--- src/rtl/wdog_pkg.sv ---
package wdog_pkg;

    typedef enum logic [2:0] {
        WD_IDLE    = 3'd0,
        WD_PREACT  = 3'd1,
        WD_ACTIVE  = 3'd2,
        WD_SERVICE = 3'd3,
        WD_FIRED   = 3'd4
    } wd_state_e;

    localparam logic [7:0] OFS_CNT_LO = 8'h10;
    localparam logic [7:0] OFS_CNT_HI = 8'h14;
    localparam logic [7:0] OFS_PRD_LO = 8'h18;
    localparam logic [7:0] OFS_PRD_HI = 8'h1C;
    localparam logic [7:0] OFS_TMODE  = 8'h20;
    localparam logic [7:0] OFS_GMODE  = 8'h24;
    localparam logic [7:0] OFS_WDCTL  = 8'h28;

    localparam int KEY_W    = 16;
    localparam int KEY_LSB  = 16;
    localparam int EN_BIT   = 14;
    localparam int FLAG_BIT = 15;
    localparam int TMODE_LSB = 6;

    localparam logic [KEY_W-1:0] KEY_OPEN  = 16'hA5C6;
    localparam logic [KEY_W-1:0] KEY_CLOSE = 16'hDA7E;

    localparam logic [1:0] TMODE_CONT = 2'b10;
    localparam logic [1:0] GMODE_WD64 = 2'b10;

endpackage

--- src/rtl/wdog_keyfsm.sv ---
module wdog_keyfsm
    import wdog_pkg::*;
(
    input  logic             clk,
    input  logic             rst_n,
    input  logic             ctl_wr,
    input  logic [KEY_W-1:0] ctl_key,
    input  logic             ctl_en,
    input  logic             hit,
    output wd_state_e        st,
    output logic             counting,
    output logic             cnt_clr,
    output logic             flag,
    output logic             en,
    output logic             req
);

    wd_state_e nxt;
    logic      fire;
    logic      arm_go;

    // State register
    always_ff @(posedge clk or negedge rst_n) begin
        if (!rst_n) begin
            st   <= WD_IDLE;
            flag <= 1'b0;
            en   <= 1'b0;
            req  <= 1'b0;
        end else begin
            st  <= nxt;
            req <= fire;
            if (fire)   flag <= 1'b1;
            if (arm_go) en   <= 1'b1;
        end
    end

    // Next state and outputs
    always_comb begin
        nxt    = st;
        fire   = 1'b0;
        cnt_clr = 1'b0;
        arm_go = 1'b0;
        unique case (st)
            WD_IDLE: begin
                if (ctl_wr && ctl_en && ctl_key == KEY_OPEN) begin
                    nxt    = WD_PREACT;
                    arm_go = 1'b1;
                end
            end
            WD_PREACT: begin
                if (ctl_wr) begin
                    if (ctl_key == KEY_CLOSE) nxt = WD_ACTIVE;
                    else                      fire = 1'b1;
                end
            end
            WD_ACTIVE: begin
                if (hit) fire = 1'b1;
                else if (ctl_wr) begin
                    if (ctl_key == KEY_OPEN) nxt = WD_SERVICE;
                    else                     fire = 1'b1;
                end
            end
            WD_SERVICE: begin
                if (hit) fire = 1'b1;
                else if (ctl_wr) begin
                    if (ctl_key == KEY_CLOSE) begin
                        nxt     = WD_ACTIVE;
                        cnt_clr = 1'b1;
                    end else begin
                        fire = 1'b1;
                    end
                end
            end
            WD_FIRED: nxt = WD_FIRED;
            default:  nxt = WD_IDLE;
        endcase
        if (fire) nxt = WD_FIRED;
    end

    assign counting = (st == WD_ACTIVE) || (st == WD_SERVICE);

endmodule

--- src/rtl/wdog_counter.sv ---
module wdog_counter #(
    parameter int DATA_W = 32
) (
    input  logic                clk,
    input  logic                rst_n,
    input  logic [1:0]          wr_half,
    input  logic [DATA_W-1:0]   wdata,
    input  logic                clr,
    input  logic                run,
    input  logic [2*DATA_W-1:0] prd,
    output logic [2*DATA_W-1:0] cnt,
    output logic                hit
);

    localparam int CNT_W = 2 * DATA_W;
    localparam int NHALF = 2;

    logic [CNT_W-1:0] cnt_nxt;

    assign hit = run && (cnt == prd);

    always_comb begin
        cnt_nxt = cnt;
        if (clr) begin
            cnt_nxt = '0;
        end else begin
            for (int h = 0; h < NHALF; h++) begin
                if (wr_half[h]) cnt_nxt[h*DATA_W +: DATA_W] = wdata;
            end
            if (run && !hit) cnt_nxt = cnt + CNT_W'(1);
        end
    end

    always_ff @(posedge clk or negedge rst_n) begin
        if (!rst_n) cnt <= '0;
        else        cnt <= cnt_nxt;
    end

endmodule

--- src/rtl/wdog_regs.sv ---
module wdog_regs
    import wdog_pkg::*;
#(
    parameter int DATA_W = 32,
    parameter int ADDR_W = 6
) (
    input  logic                clk,
    input  logic                rst_n,
    input  logic                bus_wr,
    input  logic                bus_rd,
    input  logic [ADDR_W-1:0]   bus_addr,
    input  logic [DATA_W-1:0]   bus_wdata,
    input  logic                locked,
    input  logic [2*DATA_W-1:0] cnt,
    input  logic                flag,
    input  logic                en,
    output logic [2*DATA_W-1:0] prd,
    output logic                cfg_ok,
    output logic [1:0]          cnt_wr,
    output logic                ctl_wr,
    output logic [DATA_W-1:0]   bus_rdata
);

    logic       sel_clo, sel_chi, sel_plo, sel_phi, sel_tm, sel_gm, sel_ctl;
    logic [1:0] tmode;
    logic [3:0] gmode;
    logic       cfg_we;
    logic [DATA_W-1:0] rval;

    assign sel_clo = (bus_addr == ADDR_W'(OFS_CNT_LO));
    assign sel_chi = (bus_addr == ADDR_W'(OFS_CNT_HI));
    assign sel_plo = (bus_addr == ADDR_W'(OFS_PRD_LO));
    assign sel_phi = (bus_addr == ADDR_W'(OFS_PRD_HI));
    assign sel_tm  = (bus_addr == ADDR_W'(OFS_TMODE));
    assign sel_gm  = (bus_addr == ADDR_W'(OFS_GMODE));
    assign sel_ctl = (bus_addr == ADDR_W'(OFS_WDCTL));

    assign cfg_we = bus_wr && !locked;
    assign cnt_wr = {cfg_we && sel_chi, cfg_we && sel_clo};
    assign ctl_wr = bus_wr && sel_ctl;

    always_ff @(posedge clk or negedge rst_n) begin
        if (!rst_n) begin
            prd   <= '0;
            tmode <= '0;
            gmode <= '0;
        end else if (cfg_we) begin
            if (sel_plo) prd[DATA_W-1:0]        <= bus_wdata;
            if (sel_phi) prd[2*DATA_W-1:DATA_W] <= bus_wdata;
            if (sel_tm)  tmode <= bus_wdata[TMODE_LSB +: 2];
            if (sel_gm)  gmode <= bus_wdata[3:0];
        end
    end

    assign cfg_ok = (tmode == TMODE_CONT) && (gmode[3:2] == GMODE_WD64)
                    && (gmode[1:0] == 2'b11);

    always_comb begin
        rval = '0;
        if (sel_clo) rval = cnt[DATA_W-1:0];
        if (sel_chi) rval = cnt[2*DATA_W-1:DATA_W];
        if (sel_plo) rval = prd[DATA_W-1:0];
        if (sel_phi) rval = prd[2*DATA_W-1:DATA_W];
        if (sel_tm)  rval[TMODE_LSB +: 2] = tmode;
        if (sel_gm)  rval[3:0] = gmode;
        if (sel_ctl) begin
            rval[FLAG_BIT] = flag;
            rval[EN_BIT]   = en;
        end
    end

    always_ff @(posedge clk or negedge rst_n) begin
        if (!rst_n)      bus_rdata <= '0;
        else if (bus_rd) bus_rdata <= rval;
    end

endmodule

--- src/rtl/wdog_top.sv ---
module wdog_top
    import wdog_pkg::*;
#(
    parameter int DATA_W = 32,
    parameter int ADDR_W = 6
) (
    input  logic              clk,
    input  logic              rst_n,
    input  logic              bus_wr,
    input  logic              bus_rd,
    input  logic [ADDR_W-1:0] bus_addr,
    input  logic [DATA_W-1:0] bus_wdata,
    output logic [DATA_W-1:0] bus_rdata,
    output logic              wd_reset_req
);

    localparam int CNT_W = 2 * DATA_W;

    wd_state_e        st;
    logic             counting, cnt_clr, flag, en, hit, cfg_ok, ctl_wr;
    logic             cnt_run;
    logic [1:0]       cnt_wr;
    logic [CNT_W-1:0] cnt, prd;

    assign cnt_run = counting && cfg_ok;

    wdog_regs #(.DATA_W(DATA_W), .ADDR_W(ADDR_W)) u_regs (
        .clk       (clk),
        .rst_n     (rst_n),
        .bus_wr    (bus_wr),
        .bus_rd    (bus_rd),
        .bus_addr  (bus_addr),
        .bus_wdata (bus_wdata),
        .locked    (st != WD_IDLE),
        .cnt       (cnt),
        .flag      (flag),
        .en        (en),
        .prd       (prd),
        .cfg_ok    (cfg_ok),
        .cnt_wr    (cnt_wr),
        .ctl_wr    (ctl_wr),
        .bus_rdata (bus_rdata)
    );

    wdog_keyfsm u_fsm (
        .clk      (clk),
        .rst_n    (rst_n),
        .ctl_wr   (ctl_wr),
        .ctl_key  (bus_wdata[KEY_LSB +: KEY_W]),
        .ctl_en   (bus_wdata[EN_BIT]),
        .hit      (hit),
        .st       (st),
        .counting (counting),
        .cnt_clr  (cnt_clr),
        .flag     (flag),
        .en       (en),
        .req      (wd_reset_req)
    );

    wdog_counter #(.DATA_W(DATA_W)) u_cnt (
        .clk     (clk),
        .rst_n   (rst_n),
        .wr_half (cnt_wr),
        .wdata   (bus_wdata),
        .clr     (cnt_clr),
        .run     (cnt_run),
        .prd     (prd),
        .cnt     (cnt),
        .hit     (hit)
    );

endmodule

--- config.mk ---
export PLATFORM = sky130hd
export DESIGN_NAME = wdog_top
export DESIGN_NICKNAME = d
export VERILOG_FILES = /design/src/rtl/wdog_pkg.sv /design/src/rtl/wdog_keyfsm.sv /design/src/rtl/wdog_counter.sv /design/src/rtl/wdog_regs.sv /design/src/rtl/wdog_top.sv
export SDC_FILE = /design/constraint.sdc
export NUM_CORES = 1
export LEC_CHECK = 0
export BUFFER_PORTS_ARGS = -buffer_cell sky130_fd_sc_hd__buf_4
export CAP_MARGIN = 20
export CORE_UTILIZATION = 35
export CTS_CLUSTER_DIAMETER = 40
export DETAILED_ROUTE_END_ITERATION = 6
export SYNTH_ARGS = -nofsm -noshare
export SYNTH_HDL_FRONTEND = slang
export SYNTH_SLANG_ARGS = --single-unit
--- constraint.sdc ---
create_clock -name clk -period 2.5 [get_ports clk]
set_input_delay 0 -clock clk [delete_from_list [all_inputs] [get_ports clk]]
set_output_delay 0 -clock clk [all_outputs]
set_load 0.1 [all_outputs]
==> flow_summary_export.csv <==
group,metric,value,unit
run_status,status,"finished with violations",
run_status,violations,"setup timing",
floorplan,die-area,30900,sq um
drt,wl_per_cell,26.1,um
grt,grtUsageTotal,0.293,
clock_network,clock_latency,0.46,ns
critical_path,r2r_slack,-0.18,ns
critical_path,crit_required,2.87,ns
synthesis,yosysTopAreaCell,"dfrtp_1",
cells_and_area,area_delta_synth_final,42.6,%
synthesis,ys_types,74,
timing,final.setup.tns,-2.25,ns
cells_and_area,nets,1404,
power_and_ir_drop,power_density,435,nW/um^2
clock_network,path_clk_slew,0.07,ns
grt,grt_pass1_vias,9983,
place,placed_cells,1673,
floorplan,row_count,63,
timing,min_period,2.68,ns
clock_network,cts_tree,"yes",
cells_and_area,drive_above_1_share,0.405,
grt,grt-ovfl-total,0,
critical_path,critPathArrivalTime,3.05,ns
place,dpl_worst_slack,-0.284,ns
grt,grt_max_degree,82,
grt,antenna_found_initial,2,
synthesis,synth_edf_count,0,
critical_path,cp_max_fo,5,
timing,slew_viol_final,0,
power_and_ir_drop,power,0.00657,W
drt,antenna_left,0,
cells_and_area,instances_no_fill,1765,
drt,first_pass_iters,5,
floorplan,die_w,176,um
synthesis,synth_flop_cell,"dfrtp_1",
timing,clock.fmax,0.373,GHz
critical_path,crit_path_end_kind,"register",
synthesis,syn_inst,1096,
timing,setup_viol_count_final,36,
synthesis,seq_area_frac_synth,0.407,
power_and_ir_drop,p_leak,6.36,nW
clock_network,htreeDepth,4,
floorplan,ioPinCount,75,
place,portBuffers,74,
drt,drcViolationCount,0,
synthesis,ys_top_cells_by_area,"dfrtp_1 41%, mux2_2 7.2%, xnor2_1 5.4%",
timing,rsz0062_at_grt,"yes",
synthesis,syn_avg_cell_area,9.65,sq um
min_path,hold_class,"in2reg",
clock_network,cts.sink_count,172,
critical_path,crit_type,"reg2reg",
clock_network,cts_inserted_buffers,17,
clock_network,cts_root_buffer,"clkbuf_16",
timing,fin_skew,0.0175,ns
critical_path,worstSetupStartpointType,"register",
drt,via_per_inst,6.09,
grt,grt_pass1_wl,66100,um
timing,relSlewSlack,0.413,
drt,wirelength,46000,um
place,detailed_place_hpwl,32100,um
synthesis,async_flop_share,1.00,
timing,final_hold_viol_count,0,
synthesis,ys_top_cells_by_count,"172 x dfrtp_1, 90 x nor2_1, 68 x mux2_2",
timing,worst_slew_pin_slew,0.880,ns
drt,drt_iter0_markers,1326,
clock_network,clock_path_buffers,2,
critical_path,slowest_stage,"or4_4",
synthesis,syn_nets,1139,
critical_path,slowest_delay,0.51,ns
power_and_ir_drop,ir_drop,0.000490,V
floorplan,core_area,29700,sq um
synthesis,yosysMostFrequentCell,"dfrtp_1",
run,maxCapViolations,0,
drt,via_count,10700,
synthesis,netlist_area,10600,sq um
timing,fin_crit_sh,1.07,
synthesis,synth_top_area_share,0.407,
synthesis,synth-seq-cells,172,
critical_path,crit_chain,"nand4_1 -> or4_4 -> buf_6 -> or2_1 -> or3_4 -> nor4_4 -> a31oi_1 -> o22ai_2",
place,gp_congestion,0.997,
timing,worst_slack,-0.178,ns
floorplan,die_h,176,um
synthesis,ys_warn_count,0,
floorplan,start_util,0.356,
[cells in the final DEF (no fill, tap or decap), types with 22 or more instances in the layout]
master and instances:
nand4_1 35, o22ai_1 22, dlygate4sd3_1 33, mux2i_1 50, buf_4 269, nand3_1 25, a21oi_1 44, xnor2_1 52
nor3_1 22, clkbuf_16 24, o2bb2ai_1 29, dfrtp_1 167, nor2_1 85, a22oi_1 35, mux2_2 68, nand2_1 55
o21ai_0 31
[flip-flops by register name, summed over array words and instances (netlist names)]
name and flops:
u_regs.tmode 2, u_regs.bus_rdata 32, u_fsm.en 1, u_fsm.st 3
u_fsm.req 1, u_cnt.cnt 64, u_regs.prd 64, u_regs.gmode 4
u_fsm.flag 1
[logic make-up after synthesis]
logic type,after synthesis,share of synthesized area
AND/OR/NAND/NOR,342,0.171
flip-flops,172,0.407
adder cells (fa/ha/maj),1,0.00118
multiplexers,131,0.142
AO/OA/AOI/OAI,260,0.170
buffers and inverters,125,0.0551
XOR/XNOR,65,0.0538
[per-stage QoR]
step | hold slack, ns | util | cell area (sq um)
global placement | 0.143 | 0.436 | 13000
floorplan | -0.296 | - | 10600
global route | 0.0603 | 0.508 | 15100
CTS | 0.0289 | 0.479 | 14200
detailed placement | 0.149 | 0.436 | 13000
finish | 0.0447 | 0.508 | 15100
[per-layer routing]
layer	GRT usage	routed length [um]	part of all wire	vias up
li1	-	-	-	4619
met1	0.414	19500	0.42	5393
met2	0.441	20500	0.44	616
met3	0.0628	4390	0.095	115
met4	0.104	1690	0.037	0
met5	0	0	0	-
[where the power goes]
part	total [W]	leakage, nW	internal (W)	switching (W)
Combinational	0.000883	3.86	0.000266	0.000617
Clock	0.00282	0.285	0.00156	0.00126
Sequential	0.00286	2.22	0.00283	0.0000313
Total	0.00657	6.36	0.00466	0.00191
[final timing paths]
check | depth (start not counted) | end | startpoint
setup / recovery | 8 | u_cnt.cnt[62] | u_cnt.cnt[16]
hold / removal | 5 | u_fsm.st[0] | bus_wr
setup reg to reg | 8 | u_cnt.cnt[62] | u_cnt.cnt[16]
hold reg to reg | 1 | u_fsm.en | u_fsm.en
max in group asynchronous | 3 | u_fsm.st[1] | rst_n
min in group asynchronous | 2 | u_regs.prd[25] | rst_n
[timing repair]
action | in CTS | in global routing
pin swaps | 22 | 62
hold buffers | 33 | 0
setup endpoints to repair | 64 | 64
gates resized for setup | 42 | 123
endpoints found under the hold margin | 190 | 0
buffers inserted | 10 | 7
cloned | 2 | 8
[final cells by class]
type / instances / area [sq um]
fillers: 2684 / 14600
multi-input cells: 800 / 6500
flip-flops and latches: 172 / 4310
repair buffers: 348 / 3100
well taps: 390 / 488
clock buffers: 20 / 467
clock inverters: 12 / 139
inverters: 22 / 85.1
diodes: 1 / 2.50
[critical path: cells and delay by family (launching register included)]
family | cells | cell delay, ns
flops | 1 | 0.48
compound gates | 2 | 0.33
buf+inv | 1 | 0.14
simple gates | 5 | 1.64
Note: power is estimated with default switching activity, not from simulation.
